[src/rtl/sch_status_pkg.sv]
package sch_status_pkg;
   localparam int ST_W     = 6;
   localparam int ST_LEN   = 0;
   localparam int ST_DATA  = 1;
   localparam int ST_MEM   = 2;
   localparam int ST_ADDR  = 3;
   localparam int ST_FETCH = 4;
   localparam int ST_CTL   = 5;

   typedef enum logic [1:0] {
      COND_READY   = 2'b00,
      COND_NOTOP   = 2'b01,
      COND_ELSEWHR = 2'b10,
      COND_BUSY    = 2'b11
   } cond_e;
endpackage

[src/rtl/sch_len_check.sv]
module sch_len_check (
   input  logic clk,
   input  logic rst,
   input  logic clr,
   input  logic active,
   input  logic chan_end,
   input  logic count_done,
   output logic len_ev
);
   logic count_seen_q;

   // Flag only the first mismatch of the transfer; a later channel end after
   // an early count done was already reported.
   assign len_ev = active & ~count_seen_q & (chan_end ^ count_done);

   always_ff @(posedge clk) begin
      if (rst || clr)
         count_seen_q <= 1'b0;
      else if (active && count_done)
         count_seen_q <= 1'b1;
   end
endmodule

[src/rtl/sch_sticky_bits.sv]
module sch_sticky_bits #(
   parameter int N = 6
) (
   input  logic         clk,
   input  logic         rst,
   input  logic         clr,
   input  logic [N-1:0] set,
   output logic [N-1:0] bits
);
   generate
      if (N < 1) begin : g_bad_n
         $error("sch_sticky_bits: N must be at least 1");
      end
      for (genvar i = 0; i < N; i++) begin : g_bit
         always_ff @(posedge clk) begin
            if (rst || clr)
               bits[i] <= 1'b0;
            else if (set[i])
               bits[i] <= 1'b1;
         end
      end
   endgenerate
endmodule

[src/rtl/sch_cond_encode.sv]
module sch_cond_encode
   import sch_status_pkg::*;
(
   input  logic       fault,
   input  logic       active,
   input  logic       elsewhere,
   output logic [1:0] code
);
   cond_e c;
   always_comb begin
      if (fault)
         c = COND_NOTOP;
      else if (active)
         c = COND_BUSY;
      else if (elsewhere)
         c = COND_ELSEWHR;
      else
         c = COND_READY;
   end
   assign code = c;
endmodule

[src/rtl/sch_status_tracker.sv]
module sch_status_tracker
   import sch_status_pkg::*;
#(
   parameter int DERR_W = 2
) (
   input  logic              clk,
   input  logic              rst,
   input  logic              start_ok,
   input  logic              halt_ok,
   input  logic              cmd_fetch,
   input  logic              cmd_tic,
   input  logic              cmd_sup_len,
   input  logic              cmd_halt_err,
   input  logic              ev_chan_end,
   input  logic              ev_count_done,
   input  logic [DERR_W-1:0] ev_data_err,
   input  logic              ev_mem_parity,
   input  logic              ev_bad_addr,
   input  logic              ev_fetch_parity,
   input  logic              dev_fault,
   input  logic              other_owner,
   output logic [ST_W-1:0]   status,
   output logic              length_err,
   output logic              halt_req,
   output logic [1:0]        cond_code
);
   logic clr, active_q, sup_q, hte_q, prev_tic_q, halt_q;
   logic len_ev, data_ev, ctl_ev, halt_ev;
   logic [ST_W-1:0] set_vec;

   assign clr = start_ok | halt_ok;

   generate
      if (DERR_W < 1) begin : g_bad_w
         $error("sch_status_tracker: DERR_W must be at least 1");
      end
      if (DERR_W == 1) begin : g_derr_one
         assign data_ev = ev_data_err[0];
      end else begin : g_derr_many
         assign data_ev = |ev_data_err;
      end
   endgenerate

   sch_len_check u_len (
      .clk        (clk),
      .rst        (rst),
      .clr        (clr),
      .active     (active_q),
      .chan_end   (ev_chan_end),
      .count_done (ev_count_done),
      .len_ev     (len_ev)
   );

   assign ctl_ev = cmd_fetch & cmd_tic & prev_tic_q;

   always_comb begin
      set_vec           = '0;
      set_vec[ST_LEN]   = len_ev;
      set_vec[ST_DATA]  = data_ev;
      set_vec[ST_MEM]   = ev_mem_parity;
      set_vec[ST_ADDR]  = ev_bad_addr;
      set_vec[ST_FETCH] = ev_fetch_parity;
      set_vec[ST_CTL]   = ctl_ev;
      if (!active_q)
         set_vec = '0;
   end

   sch_sticky_bits #(.N(ST_W)) u_bits (
      .clk  (clk),
      .rst  (rst),
      .clr  (clr),
      .set  (set_vec),
      .bits (status)
   );

   assign halt_ev = active_q & hte_q &
                    ((len_ev & ~sup_q) | data_ev | ev_mem_parity);

   always_ff @(posedge clk) begin
      if (rst) begin
         active_q   <= 1'b0;
         sup_q      <= 1'b0;
         hte_q      <= 1'b0;
         prev_tic_q <= 1'b0;
         halt_q     <= 1'b0;
      end else begin
         halt_q <= halt_ev & ~clr;
         if (start_ok)
            active_q <= 1'b1;
         else if (halt_ok || ev_chan_end || halt_ev)
            active_q <= 1'b0;
         if (clr) begin
            sup_q      <= 1'b0;
            hte_q      <= 1'b0;
            prev_tic_q <= 1'b0;
         end else if (cmd_fetch) begin
            sup_q      <= cmd_sup_len;
            hte_q      <= cmd_halt_err;
            prev_tic_q <= cmd_tic;
         end
      end
   end

   assign halt_req   = halt_q;
   assign length_err = status[ST_LEN] & ~sup_q;

   sch_cond_encode u_cond (
      .fault     (dev_fault),
      .active    (active_q),
      .elsewhere (other_owner),
      .code      (cond_code)
   );
endmodule

[config.mk]
export PLATFORM = sky130hd
export DESIGN_NAME = sch_status_tracker
export DESIGN_NICKNAME = d
export VERILOG_FILES = /design/src/rtl/sch_status_pkg.sv /design/src/rtl/sch_len_check.sv /design/src/rtl/sch_sticky_bits.sv /design/src/rtl/sch_cond_encode.sv /design/src/rtl/sch_status_tracker.sv
export SDC_FILE = /design/constraint.sdc
export NUM_CORES = 1
export LEC_CHECK = 0
export ABC_CLOCK_PERIOD_IN_PS = 1600
export CAP_MARGIN = 20
export CORE_AREA = 2 2 39 41
export DETAILED_ROUTE_END_ITERATION = 16
export DIE_AREA = 0 0 41 43
export PLACE_DENSITY_LB_ADDON = 0.25
export SLEW_MARGIN = 20
export SYNTH_ARGS = -nofsm -noshare
export SYNTH_HDL_FRONTEND = slang
export SYNTH_SLANG_ARGS = --single-unit
[constraint.sdc]
create_clock -name clk -period 1.6 [get_ports clk]
set_input_delay 0.24 -clock clk [delete_from_list [all_inputs] [get_ports clk]]
set_output_delay 0.24 -clock clk [all_outputs]
set_load 0.05 [all_outputs]
==> results.sh <==
export IMPL_synth_edff_count=0
export IMPL_hold_path_class="flip-flop to flip-flop"
export IMPL_critPathMaxFanout=12
export IMPL_irDropWorstVdd_v=0.000484
export IMPL_die_h_microns=43
export IMPL_area_delta_synth_final_pct=64.6
export IMPL_h_tree_depth=1
export IMPL_cpLargestDelayFamily="flip-flops"
export IMPL_cellPowerDensity_nw_per_um2=853
export IMPL_status="completed"
export IMPL_routedWlPerCell_microns=10.7
export IMPL_vias=440
export IMPL_ys_flop_type="dfxtp_1"
export IMPL_syn_cell_area_sq_um=470
export IMPL_cts_setup_buffers=0
export IMPL_fin_skew_ns=0.00118
export IMPL_cts_sinks=12
export IMPL_gp_congestion=0.623
export IMPL_dieArea_sq_um=1760
export IMPL_maxCapViolCount=0
export IMPL_syn_area_per_cell_sq_um=9.60
export IMPL_fmax_mhz=717
export IMPL_place_hpwl_microns=768
export IMPL_avgViaCountPerCell=4.73
export IMPL_fin_crit_sh_pct=87.2
export IMPL_cpPeakStageDelay_ns=0.39
export IMPL_ctsHoldBuffers=0
export IMPL_leakagePower_nw=0.303
export IMPL_n_antenna_cell=0
export IMPL_path_clk_slew_ns=0.08
export IMPL_die_w_microns=41
export IMPL_initial_core_util_pct=34.0
export IMPL_cp_required_ns=1.36
export IMPL_placementRows=14
export IMPL_synthesis_nets=66
export IMPL_root_buffer="clkbuf_4"
export IMPL_rsz0062_at_grt="false"
export IMPL_synth_area_top_cells="dfxtp_1 51%, nor2_1 7.2%, mux2i_1 6.4%, a21oi_1 5.3%, nor2_2 4.0%"
export IMPL_netlist_area_leader_share_pct=51.1
export IMPL_dr_pass1_iters=1
export IMPL_power_mw=0.661
export IMPL_numPortBuffers=26
export IMPL_ios=27
export IMPL_grt_antenna_before_repair=0
export IMPL_grt_pass1_vias=396
export IMPL_utilization_pct=56.0
export IMPL_synth_common_cells="12 x dfxtp_1, 9 x nor2_1, 5 x a21oi_1"
export IMPL_rrSetupSlack_ns=0.62
export IMPL_drtIter0Drc=0
export IMPL_drc=0
export IMPL_min_to="u_bits.bits[1]"
export IMPL_clock_latency_ns=0.27
export IMPL_seq_area_frac_synth_pct=51.1
export IMPL_finalWirelength_microns=995
export IMPL_placed_area_sq_um=737
export IMPL_grt_max_degree=13
export IMPL_period_needed_ns=1.39
export IMPL_path_cells="or2_2 -> buf_4"
export IMPL_synth_top_area_cell="dfxtp_1"
export IMPL_final_hold_violation_count=0
export IMPL_grt_pass1_wl_mm=1.52
export IMPL_fin_nets=95
export IMPL_ant_nets=0
export IMPL_drive_above_1_share_pct=28.6
export IMPL_ys_ff_latch=12
export IMPL_coreArea_sq_um=1380
export IMPL_cts_made_buffers=3
export IMPL_synth_warnings=0
export IMPL_crit_type="flip-flop to primary output"
export IMPL_syn_instance_count=49
export IMPL_worstSetupEndpointType="primary output"
export IMPL_synth_most_common_cell="dfxtp_1"
export IMPL_min_path_cells=2
export IMPL_crit_buf_inv=1
export IMPL_r2r_start="active_q"
export IMPL_grt_overflow=0
export IMPL_slew_headroom_pct=74.6
export IMPL_reg2reg_depth=2
export IMPL_cts_tree="done"
export IMPL_start_kind="flip-flop"
export IMPL_r2r_end="active_q"
export IMPL_min_from="u_bits.bits[1]"
export IMPL_ctsResizeCount=0
export IMPL_clockBufferDepth=2
export IMPL_timing_setup_tns_ns=0
export IMPL_critPathSlowestCell="dfxtp_2"
export IMPL_finalMaxSlewViolations=0
export IMPL_worstMarginPinSlew_ns=0.375
export IMPL_synth_cell_types=20
export IMPL_finalSetupViolCount=0
export IMPL_grt_total_usage_pct=13.0
export IMPL_cp_arrival_ns=1.15
export IMPL_ys_async_sr_fraction_pct=0
export IMPL_final_area_sq_um=774
[placed cells by master, fill, tap and decap left out]
cell,instances
clkbuf_8,1
dfxtp_1,11
a31oi_1,1
a21oi_2,1
o311ai_1,1
dfxtp_2,1
or2_2,1
a21oi_1,5
inv_1,3
buf_4,8
clkdlybuf4s50_1,16
nor2_1,9
nand4_1,1
or3_4,1
xor2_1,1
o21ai_0,1
buf_12,2
a32o_1,1
a41oi_1,1
nor2_2,3
nor4b_1,1
nor2b_2,1
clkbuf_4,3
mux2i_1,3
[registers in the layout, summed over array words and instances (netlist names)]
signal	cells
u_bits.bits	6
active_q	1
halt_req	1
hte_q	1
prev_tic_q	1
sup_q	1
u_len.count_seen_q	1
[report_power, final]
part / internal (mW) / switching, mW / total [mW]
Sequential: 0.304 / 0.00716 / 0.311
Combinational: 0.0603 / 0.0468 / 0.107
Clock: 0.138 / 0.104 / 0.242
Total: 0.503 / 0.158 / 0.661
[routing by layer]
layer  track usage, %  wire length, microns
met1             14.2                   409
met2             20.9                   466
met3             4.71                    98
met4             6.00                    21
met5                0                     0
[kinds of logic after synthesis]
group | count (synthesis) | synth area share (%)
compound gates | 11 | 15.4
simple gates | 17 | 19.4
buf+inv | 5 | 5.85
flops | 12 | 51.1
xor+xnor | 1 | 1.86
mux | 3 | 6.38
[final cells by class]
class,count,area (sq um)
repair buffers,26,260
multi-input cells,32,205
well taps,16,20.0
fillers,125,609
clock buffers,4,36.3
inverters,3,11.3
flip-flops and latches,12,241
[stage by stage]
stage / cells / setup slack (ns) / hold WS, ns
after global routing: 93 / 0.143 / 0.492
final: 93 / 0.205 / 0.448
after global placement: 89 / 0.120 / 0.437
after detailed placement: 89 / 0.108 / 0.442
after CTS: 93 / 0.0714 / 0.452
after floorplan: 49 / 0.171 / 0.366
[worst register-to-register path: stages, from the launching register on]
cell and delay [ns]:
dfxtp_2 0.44, nand4_1 0.16, a32o_1 0.27
[how the worst max path moves through the flow]
stage	startpoint	endpoint	slack, ns	cells past startpoint
final	active_q	cond_code[0]	0.21	2
after global routing	active_q	cond_code[1]	0.14	3
after CTS	active_q	cond_code[1]	0.07	3
after detailed placement	ev_count_done	active_q	0.11	4
after global placement	ev_chan_end	active_q	0.12	4
after floorplan	u_bits.bits[0]	length_err	0.17	1
Note: power is estimated with default switching activity, not from simulation.
